===== src/rtl/ssc_pkg.sv =====
package ssc_pkg;

    localparam int QDEPTH     = 64;
    localparam int QBITS      = $clog2(QDEPTH);
    localparam int PHASE_BITS = QBITS + 2;
    localparam int STEP_INC   = 1 << PHASE_BITS;
    localparam int OFS_W      = 16;
    localparam int PEAK       = 3277;
    localparam int MAG_W      = $clog2(PEAK + 1);
    localparam int DEN        = (2 * QDEPTH - 1) * (2 * QDEPTH - 1);
    localparam int PER_LO     = 750;
    localparam int PER_MID    = 1500;
    localparam int PER_HI     = 3000;
    localparam int ACC_W      = $clog2(PER_HI + STEP_INC);

    typedef enum logic [1:0] {
        RNG_LOW      = 2'd0,
        RNG_MID      = 2'd1,
        RNG_HIGH     = 2'd2,
        RNG_HIGH_ALT = 2'd3
    } rng_e;

    typedef enum logic [1:0] {
        Q_FALL_HI = 2'd0,
        Q_FALL_LO = 2'd1,
        Q_RISE_LO = 2'd2,
        Q_RISE_HI = 2'd3
    } quad_e;

    typedef struct packed {
        logic [1:0] spread;
        rng_e       range;
    } mod_cfg_t;

    function automatic logic [ACC_W-1:0] period_of(rng_e r);
        case (r)
            RNG_LOW: return ACC_W'(PER_LO);
            RNG_MID: return ACC_W'(PER_MID);
            default: return ACC_W'(PER_HI);
        endcase
    endfunction

    function automatic int quarter_mag(int k);
        return ((2 * k + 1) * (2 * k + 1) * PEAK + DEN / 2) / DEN;
    endfunction

endpackage


===== src/rtl/ssc_step_timer.sv =====
module ssc_step_timer
    import ssc_pkg::*;
(
    input  logic clk,
    input  logic rst,
    input  logic clr_i,
    input  logic run_i,
    input  rng_e range_i,
    output logic step_o
);

    logic [ACC_W-1:0] acc_q;
    logic [ACC_W-1:0] sum;
    logic [ACC_W-1:0] per;

    always_comb begin
        per    = period_of(range_i);
        sum    = acc_q + ACC_W'(STEP_INC);
        step_o = run_i && (sum >= per);
    end

    always_ff @(posedge clk) begin
        if (rst || clr_i) begin
            acc_q <= '0;
        end else if (run_i) begin
            acc_q <= step_o ? (sum - per) : sum;
        end
    end

    assert_acc_below_period_R2: assert property (
        @(posedge clk) disable iff (rst) acc_q < per
    );

endmodule


===== src/rtl/ssc_phase_ctrl.sv =====
module ssc_phase_ctrl
    import ssc_pkg::*;
(
    input  logic                  clk,
    input  logic                  rst,
    input  logic                  clr_i,
    input  logic                  step_i,
    input  mod_cfg_t              cfg_in_i,
    output logic [PHASE_BITS-1:0] phase_o,
    output mod_cfg_t              cfg_o
);

    logic [PHASE_BITS-1:0] phase_q;
    mod_cfg_t              cfg_q;
    logic                  wrap;

    assign wrap = step_i && (phase_q == '1);

    always_ff @(posedge clk) begin
        if (rst) begin
            phase_q <= '0;
            cfg_q   <= '{spread: 2'b00, range: RNG_LOW};
        end else if (clr_i) begin
            phase_q <= '0;
            cfg_q   <= cfg_in_i;
        end else if (step_i) begin
            phase_q <= phase_q + 1'b1;
            if (wrap) begin
                cfg_q <= cfg_in_i;
            end
        end
    end

    assign phase_o = phase_q;
    assign cfg_o   = cfg_q;

    assert_phase_advance_R2: assert property (
        @(posedge clk) disable iff (rst)
        !$stable(phase_q) |-> (phase_q == $past(phase_q) + 1'b1) || (phase_q == '0)
    );

    assert_cfg_at_boundary_R9: assert property (
        @(posedge clk) disable iff (rst)
        !$stable(cfg_q) |-> ($past(clr_i) || $past(wrap))
    );

endmodule


===== src/rtl/ssc_profile_map.sv =====
module ssc_profile_map
    import ssc_pkg::*;
(
    input  logic [PHASE_BITS-1:0]   phase_i,
    input  logic [1:0]              spread_i,
    output logic signed [OFS_W-1:0] offset_o
);

    logic [MAG_W-1:0] rom [QDEPTH];

    for (genvar g = 0; g < QDEPTH; g++) begin : g_rom
        assign rom[g] = MAG_W'(quarter_mag(g));
    end

    quad_e            quad;
    logic [QBITS-1:0] k;
    logic [QBITS-1:0] idx;
    logic [MAG_W-1:0] mag;
    logic [OFS_W-1:0] ext;
    logic             neg;

    always_comb begin
        quad = quad_e'(phase_i[PHASE_BITS-1:QBITS]);
        k    = phase_i[QBITS-1:0];
        idx  = ((quad == Q_FALL_HI) || (quad == Q_RISE_LO)) ? ~k : k;
        neg  = (quad == Q_FALL_LO) || (quad == Q_RISE_LO);
        mag  = rom[idx] >> (2'd3 - spread_i);
        ext  = {{(OFS_W - MAG_W){1'b0}}, mag};
        offset_o = neg ? (~ext + 1'b1) : ext;
    end

    always_comb begin
        assert_mag_in_range_R3: assert (mag <= MAG_W'(PEAK));
    end

endmodule


===== src/rtl/ssc_profile_gen.sv =====
module ssc_profile_gen
    import ssc_pkg::*;
(
    input  logic              clk,
    input  logic              rst,
    input  logic [1:0]        range_sel,
    input  logic [1:0]        spread_sel,
    input  logic              mod_en_n,
    input  logic              pwr_dn,
    output logic signed [15:0] offset_o,
    output logic              step_stb_o
);

    logic                  clr;
    logic                  run;
    logic                  step;
    logic [PHASE_BITS-1:0] phase;
    mod_cfg_t              cfg_in;
    mod_cfg_t              cfg_act;
    logic                  stb_q;

    assign clr    = !pwr_dn && mod_en_n;
    assign run    = !pwr_dn && !mod_en_n;
    assign cfg_in = '{spread: spread_sel, range: rng_e'(range_sel)};

    ssc_step_timer u_timer (
        .clk     (clk),
        .rst     (rst),
        .clr_i   (clr),
        .run_i   (run),
        .range_i (cfg_act.range),
        .step_o  (step)
    );

    ssc_phase_ctrl u_phase (
        .clk      (clk),
        .rst      (rst),
        .clr_i    (clr),
        .step_i   (step),
        .cfg_in_i (cfg_in),
        .phase_o  (phase),
        .cfg_o    (cfg_act)
    );

    ssc_profile_map u_map (
        .phase_i  (phase),
        .spread_i (cfg_act.spread),
        .offset_o (offset_o)
    );

    always_ff @(posedge clk) begin
        if (rst) begin
            stb_q <= 1'b0;
        end else begin
            stb_q <= step;
        end
    end

    assign step_stb_o = stb_q;

    assert_pwr_freeze_R8: assert property (
        @(posedge clk) disable iff (rst)
        pwr_dn |=> ($stable(offset_o) && !step_stb_o)
    );

    assert_park_high_R5: assert property (
        @(posedge clk) disable iff (rst)
        (mod_en_n && !pwr_dn) |=> (!step_stb_o && (offset_o > 0))
    );

    assert_change_needs_strobe_R10: assert property (
        @(posedge clk) disable iff (rst)
        !$stable(offset_o) |-> (step_stb_o || $past(mod_en_n && !pwr_dn))
    );

endmodule


===== config.mk =====
export PLATFORM = sky130hd
export DESIGN_NAME = ssc_profile_gen
export DESIGN_NICKNAME = d
export VERILOG_FILES = /design/src/rtl/ssc_pkg.sv /design/src/rtl/ssc_step_timer.sv /design/src/rtl/ssc_phase_ctrl.sv /design/src/rtl/ssc_profile_map.sv /design/src/rtl/ssc_profile_gen.sv
export SDC_FILE = /design/constraint.sdc
export NUM_CORES = 1
export LEC_CHECK = 0
export ABC_AREA = 1
export BUFFER_PORTS_ARGS = -buffer_cell sky130_fd_sc_hd__buf_4
export CAP_MARGIN = 20
export CORE_MARGIN = 2
export CORE_UTILIZATION = 56
export DETAILED_ROUTE_END_ITERATION = 10
export GPL_TIMING_DRIVEN = 0
export HOLD_SLACK_MARGIN = 0.15
export PLACE_DENSITY = 0.78
export RECOVER_POWER = 100
export SLEW_MARGIN = 20
export SYNTH_ARGS = -nofsm -noshare
export SYNTH_HDL_FRONTEND = slang
export SYNTH_SLANG_ARGS = --single-unit

===== constraint.sdc =====
create_clock -name clk -period 2.89 [get_ports clk]
set_input_delay 0.289 -clock clk [delete_from_list [all_inputs] [get_ports clk]]
set_output_delay 0.289 -clock clk [all_outputs]
set_load 0.01 [all_outputs]

==> results of run 1 <==
## state kept, by name (all words and copies together) (netlist names)
signal and cells:
u_timer.acc_q 11, u_phase.phase_o 8, u_phase.cfg_o 4, step_stb_o 1
## cells in the final DEF, fill, tap and decap left out, drive strengths merged, types with 6 or more instances in the layout
cell / netlist / final
buf: 15 / 72
xnor2: 6 / 6
ha: 19 / 19
xor2: 8 / 8
nand2: 187 / 188
inv: 54 / 54
nand3: 89 / 89
nor3: 7 / 7
nor2: 44 / 44
dfxtp: 24 / 24
clkbuf: 4 / 10
o21ai: 39 / 39
a21oi: 41 / 41
## power by group
part | switching, mW | internal, mW
combinational | 0.226 | 0.152
sequential | 0.00893 | 0.339
clock | 0.114 | 0.122
total | 0.349 | 0.613
## Yosys cell counts
| cell type | n | area, µm² |
|---|---|---|
| a211oi_1 | 1 | 7.51 |
| a21oi_1 | 40 | 200 |
| a21oi_2 | 1 | 8.76 |
| a31oi_1 | 3 | 18.8 |
| a41oi_1 | 1 | 8.76 |
| buf_1 | 2 | 7.51 |
| buf_2 | 7 | 35.0 |
| buf_4 | 2 | 15.0 |
| buf_6 | 4 | 45.0 |
| clkbuf_1 | 4 | 15.0 |
| dfxtp_1 | 24 | 480 |
| fa_1 | 1 | 20.0 |
| ha_1 | 19 | 238 |
| inv_1 | 50 | 188 |
| inv_2 | 4 | 15.0 |
| nand2_1 | 171 | 642 |
| nand2_2 | 13 | 81.3 |
| nand2_4 | 3 | 33.8 |
| nand3_1 | 86 | 430 |
| nand3_2 | 3 | 30.0 |
| nand4_1 | 3 | 18.8 |
| nor2_1 | 39 | 146 |
| nor2_2 | 3 | 18.8 |
| nor2_4 | 2 | 22.5 |
| nor3_1 | 7 | 35.0 |
| o2111ai_1 | 1 | 8.76 |
| o211a_1 | 1 | 10.0 |
| o211ai_1 | 3 | 22.5 |
| o21a_1 | 1 | 7.51 |
| o21ai_0 | 35 | 175 |
| o21ai_1 | 3 | 15.0 |
| o21ai_2 | 1 | 8.76 |
| o21bai_1 | 2 | 15.0 |
| o22ai_1 | 2 | 12.5 |
| xnor2_1 | 6 | 52.6 |
| xor2_1 | 8 | 70.1 |
## kinds of logic (layout without fill, tap and decap cells)
family	count (synthesis)	count (layout)	share of synthesized area
flops	24	24	0.152
xor+xnor	14	14	0.0388
buf+inv	73	136	0.101
simple gates	330	331	0.462
compound gates	95	95	0.164
fa+ha+maj	20	20	0.0816
## stage by stage
| stage | utilization | setup TNS, ns | power, mW | cells | hold WS [ns] |
|---|---|---|---|---|---|
| floorplan | - | 0 | 0.564 | 556 | 0.361 |
| global placement | 0.627 | -5.93 | 0.642 | 652 | 0.466 |
| detailed placement | 0.627 | -6.98 | 0.647 | 652 | 0.472 |
| CTS | 0.693 | -5.35 | 0.904 | 673 | 0.191 |
| global route | 0.788 | -10.58 | 1.01 | 692 | 0.185 |
| finish | 0.788 | -7.81 | 0.962 | 692 | 0.191 |
## worst min path at each step
stage / from / to / slack (ns) / depth (start not counted)
after floorplan: rst / step_stb_o / 0.36 / 1
after global placement: u_timer.acc_q[11] / u_timer.acc_q[11] / 0.47 / 2
after detailed placement: u_timer.acc_q[11] / u_timer.acc_q[11] / 0.47 / 2
after CTS: rst / step_stb_o / 0.19 / 2
after global routing: rst / step_stb_o / 0.19 / 2
final: rst / step_stb_o / 0.19 / 2
## per-layer routing
layer  wire length (µm)  vias to the layer above  global-route usage
met4                425                        0              0.0776
met3                947                       72              0.0580
li1                   -                     1968                   -
met1               4520                     1815               0.414
met5                  0                        -                   0
met2               5070                      265               0.539
## timing repair
| item | in CTS | in global routing |
|---|---|---|
| gates cloned | 1 | 1 |
| buffers inserted | 16 | 18 |
| setup endpoints to repair | 26 | 34 |
| pin swaps | 21 | 43 |
| gates resized for setup | 57 | 97 |
| hold endpoints to repair | 0 | 0 |
| hold buffers | 0 | 0 |
## final cells by class
class                   count  area (µm²)
multi-input cells         460        2830
fillers                   405        1160
repair buffers             59         495
flip-flops and latches     24         487
inverters                  54         210
plain buffers              19         146
well taps                  72        90.1
clock buffers               4        55.1
==> impl_metrics.py, run 1 <==
metrics = {
    "setup_path": {
        "crit_path_start": "u_phase.phase_o[7]",
        "cp-start-kind": "register",
        "cp_cell_sequence": "buf_6 > ha_4 > nor2_4 > nand2_2 > nand2_2 > buf_8 > nor2_4 > nand2_2 > buf_4 > nand3_1 > nand3_2 > nand2_4 > nand2_2 > nand3_2 > nand2_4 > ha_4 > o211ai_1 > o21ai_0 > xor2_1 > inv_1 > buf_4",
        "cpMostUsedCell": "nand2_2",
        "path_delay_family": "simple AND/OR/NAND/NOR gates",
        "reg2reg_slack_ns": 0.17,
        "crit_cells": 21,
        "worstSetupEndpoint": "offset_o[4]",
        "crit_slowest_cell": "dfxtp_2",
        "critPathMaxStageDelay_ns": 0.34,
        "cp_max_fo": 6,
        "critPathBufInv": 5,
        "r2r-end": "u_timer.acc_q[6]",
        "worst_ep_arrival_time_ns": 3.21,
        "required_ns": 2.60,
        "reg2reg_from": "u_timer.acc_q[8]",
        "path_class": "reg -> out",
        "reg2regPathDepth": 13,
        "end_kind": "primary output",
    },
    "die": {
        "dieArea_um2": 6260,
        "die_x_um": 79.1,
        "core.rowCount": 27,
        "start_util": 0.577,
        "coreArea_um2": 5470,
        "pin_count": 25,
        "die_y_um": 79.1,
    },
    "timing": {
        "finalCritPeriodShare": 1.21,
        "hold_violations": 0,
        "tightestPinTransition_ns": 0.537,
        "setup_ws_ns": -0.607,
        "skew_ns": 0.00476,
        "rsz0062_at_grt": "true",
        "max_freq_ghz": 0.286,
        "maxSlewViolCount": 0,
        "setup_viol": 15,
        "fin_crit_ns": 3.50,
        "slew_headroom": 0.642,
    },
    "synth": {
        "synth_fp_nets": 584,
        "syn_area_um2": 3160,
        "yosys.cell_types.count": 36,
        "yosys_warnings": 0,
        "synth.avg_cell_area_um2": 5.68,
        "syn_inst": 556,
        "synth_seq_cells": 24,
        "synth-seq-area-share": 0.152,
    },
    "detailed_routing": {
        "drc": 1,
        "wl_mm": 11.0,
        "first_iter_violations": 591,
        "num_vias": 4120,
        "firstDrtPassIters": 9,
        "routed_wire_length_per_instance_um": 15.8,
        "antenna_left": 0,
        "vias_per_cell": 5.95,
    },
    "grt": {
        "track_usage": 0.317,
        "antenna_found_initial": 0,
        "grt_remaining_overflow": 0,
        "grt_pass1_wl_mm": 16.4,
        "grt_pass1_vias": 3632,
        "grt_max_degree": 14,
    },
    "placement": {
        "io_buffer_count": 24,
        "hpwl_mm": 6.84,
        "globalplace.congestion": 0.984,
        "dp_slack_ns": -0.604,
        "postPlaceCellArea_um2": 3430,
    },
    "power": {
        "leakage_nw": 2.07,
        "p_per_area_nw_per_um2": 223,
        "ir_worst_vdd_mv": 0.343,
    },
    "status": {
        "status": "finished with violations",
        "violations": "DRC, setup timing",
    },
    "clock_tree": {
        "clk_latency_ns": 0.27,
        "cts_buffers": 3,
        "htree_levels": 1,
        "clk_pin_slew_ns": 0.09,
        "clock-root-buffer": "clkbuf_8",
        "clock_sinks": 24,
        "cts_tree": "built",
        "clk_path_buf_depth": 2,
    },
    "final_layout": {
        "fin_nets": 649,
        "layout-drive-gt1-share": 0.321,
        "antenna_cells": 0,
        "final_area_um2": 4310,
        "syn2layout_area_growth_pct": 36.5,
    },
    "run": {
        "drv_cap": 0,
    },
    "hold_path": {
        "hold_path.class": "in -> reg",
    },
}
Power figures use the tool's default switching activity.
==> inputs of run 2 (changes only) <==
Settings changed: ABC_AREA 1 to unset, CORE_UTILIZATION 56 to 57.
==> run 2 against run 1 <==
The run ends with setup timing left. Combinational power is 11% higher. Core utilization is 3.0 points lower. Count of clock-buffer cells in the layout is 1 lower. Critical path type unchanged. First-iteration DRC count is 51% higher. Critical endpoint is now offset_o[10]. Global-route usage is 8.6 points higher. Largest cell class unchanged.
==> impl_metrics.py, run 2 <==
metrics = {
    "final_layout": {
        "stdcell_count": 770,
        "final_cell_mix": "buf_4 (60), nand2_1 (48), a21oi_1 (38)",
        "syn2layout_area_growth_pct": 27.4,
        "fin_nets": 701,
        "nFillCells": 566,
        "largest_register_ffs": 11,
        "utilization": 0.757,
        "multi_input_area_um2": 3930,
        "regArea_um2": 488,
        "final_common_cell": "buf_4",
        "layout-drive-gt1-share": 0.308,
        "largest_register": "u_timer.acc_q",
        "antenna_cells": 0,
    },
    "placement": {
        "hpwl_mm": 12.0,
        "dp_slack_ns": -1.32,
        "globalplace.congestion": 1.05,
        "dpl.cell_count": 737,
        "io_buffer_count": 24,
    },
    "die": {
        "start_util": 0.595,
        "die_y_um": 91.2,
        "coreArea_um2": 7290,
        "pin_count": 25,
        "die_x_um": 91.2,
        "dieArea_um2": 8320,
        "core.rowCount": 31,
    },
    "setup_path": {
        "critPathBufInv": 6,
        "cpMostUsedCell": "ha_4",
        "required_ns": 2.60,
        "path_delay_family": "simple AND/OR/NAND/NOR gates",
        "end_kind": "primary output",
        "cp_max_fo": 7,
        "path_class": "reg -> out",
        "cp-start-kind": "register",
        "crit_slowest_cell": "or3_4",
        "critPathMaxStageDelay_ns": 0.41,
        "cp_cell_sequence": "buf_8 > clkbuf_16 > inv_12 > ha_4 > buf_6 > or3_4 > nand2_4 > inv_4 > ha_4 > nand2_2 > o311ai_2 > a31oi_1 > a211o_1 > mux2i_4 > mux2i_2 > nor3b_4 > a41oi_2 > xor2_1 > buf_4",
        "worst_ep_arrival_time_ns": 3.84,
    },
    "detailed_routing": {
        "wl_mm": 18.0,
        "drc": 0,
        "vias_per_cell": 7.32,
        "antenna_left": 0,
        "firstDrtPassIters": 6,
        "routed_wire_length_per_instance_um": 23.3,
        "num_vias": 5639,
        "first_iter_violations": 892,
    },
    "synth": {
        "synth_edf_count": 0,
        "synth_fp_nets": 642,
        "async_reset_ff_frac": 0,
        "synth_most_common_cell": "nand2_1",
        "yosys.cell_types.count": 87,
        "synth_flop_cell": "dfxtp_1",
        "syn_inst": 614,
        "synth_top_area_frac": 0.111,
        "synth_seq_cells": 24,
        "syn_area_um2": 4340,
        "synth_area_leader_cell": "dfxtp_1",
        "synth.avg_cell_area_um2": 7.06,
        "ys_top_cells_by_area": "dfxtp_1 (11%), ha_1 (5.5%), a21oi_1 (4.8%)",
        "synth-seq-area-share": 0.111,
        "yosys_warnings": 0,
        "synth_commonest_cells": "nand2_1 (54), nor2_1 (43), a21oi_1 (42)",
    },
    "timing": {
        "maxSlewViolCount": 0,
        "fin_crit_ns": 4.13,
        "holdWs_ns": 0.286,
        "max_freq_ghz": 0.242,
        "slew_headroom": 0.536,
        "finalCritPeriodShare": 1.43,
        "tightestPinTransition_ns": 0.696,
        "hold_violations": 0,
        "rsz0062_at_grt": "true",
        "skew_ns": 0.00471,
        "setup_ws_ns": -1.24,
        "setup_viol": 29,
    },
    "clock_tree": {
        "clk_path_buf_depth": 2,
        "clock-root-buffer": "clkbuf_8",
        "cts_buffers": 3,
        "clock_sinks": 24,
        "clk_latency_ns": 0.27,
        "clk_pin_slew_ns": 0.08,
        "htree_levels": 1,
        "cts_tree": "built",
    },
    "grt": {
        "grt_remaining_overflow": 0,
        "grt_max_degree": 13,
        "grt_pass1_wl_mm": 27.1,
        "grt_pass1_vias": 5126,
        "track_usage": 0.402,
        "antenna_found_initial": 0,
    },
    "run": {
        "drv_cap": 0,
    },
    "status": {
        "violations": "setup timing",
        "status": "finished with violations",
    },
    "power": {
        "p_switching_mw": 0.355,
        "p_int_mw": 0.612,
        "pwr-share-seq": 0.365,
        "sw_frac_of_total": 0.367,
        "ir_worst_vdd_mv": 0.259,
        "clockPowerShare": 0.202,
        "comb_power_share": 0.433,
        "p_per_area_nw_per_um2": 175,
        "leakage_nw": 2.10,
    },
    "hold_path": {
        "hold_path.class": "in -> reg",
    },
}
[run 2: path summary, 6_finish.rpt]
check / startpoint / to / slack [ns] / cells after the start
max: u_phase.phase_o[6] / offset_o[10] / -1.24 / 19
min: spread_sel[0] / u_phase.cfg_o[2] / 0.29 / 3
max reg2reg: u_phase.cfg_o[1] / u_timer.acc_q[6] / -0.18 / 13
min reg2reg: u_timer.acc_q[5] / u_timer.acc_q[5] / 0.49 / 2
[run 2: power groups by stage]
stage	registers (mW)	clock network [mW]	logic, mW
3_5_place_dp	0.360	0	0.345
3_3_place_gp	0.360	0	0.333
2_1_floorplan	0.358	0	0.253
5_1_grt	0.354	0.215	0.447
6_report	0.353	0.196	0.419
4_1_cts	0.353	0.199	0.374
[run 2: cell type report]
| type | instances | area share |
|---|---|---|
| buffer | 53 | 0.0657 |
| clock buffer | 3 | 0.00748 |
| inverter | 23 | 0.0184 |
| multi-input combinational | 510 | 0.712 |
| sequential | 24 | 0.0884 |
| tap | 99 | 0.0224 |
| timing repair buffer | 58 | 0.0854 |
[run 2: cells by family (layout without fill, tap and decap cells)]
logic type                 count (synthesis)  count (layout)  share of synthesized area
DFF                                       24              24                      0.111
muxes                                     16              16                     0.0378
adders and majority gates                 21              21                     0.0617
xor gates and xnor gates                  32              32                     0.0681
and+or+nand+nor                          212             213                      0.260
buffers and inverters                     81             137                     0.0909
AOI/OAI and AO/OA                        228             228                      0.370
[run 2: layer usage]
layer / global-route usage / up-vias / routed length (µm)
li1: - / 2426 / -
met1: 0.505 / 2572 / 6630
met2: 0.649 / 505 / 8150
met3: 0.107 / 134 / 2150
met4: 0.170 / 2 / 1010
met5: 0 / - / 23
[run 2: metrics by stage]
| step | total power, mW | cell area, µm² | TNS (ns) |
|---|---|---|---|
| 6_report | 0.968 | 5520 | -19.94 |
| 3_5_place_dp | 0.706 | 4840 | -21.86 |
| 2_1_floorplan | 0.611 | 4530 | -8.57 |
| 3_3_place_gp | 0.693 | 4840 | -19.23 |
| 4_1_cts | 0.925 | 5200 | -16.54 |
| 5_1_grt | 1.02 | 5520 | -25.24 |
[run 2: timing repair]
item | 4_1_cts | 5_1_grt
hold buffers | 0 | 0
gates cloned | 1 | 1
pin swaps | 24 | 18
gates resized for setup | 48 | 57
buffers inserted | 20 | 14
setup endpoints to repair | 31 | 32
[run 2: tightest hold or removal path, delay by kind of cell]
kind	cells	cell delay, ns
AND/OR/NAND/NOR	1	0.06
multiplexers	1	0.06
buffers and inverters	1	0.11
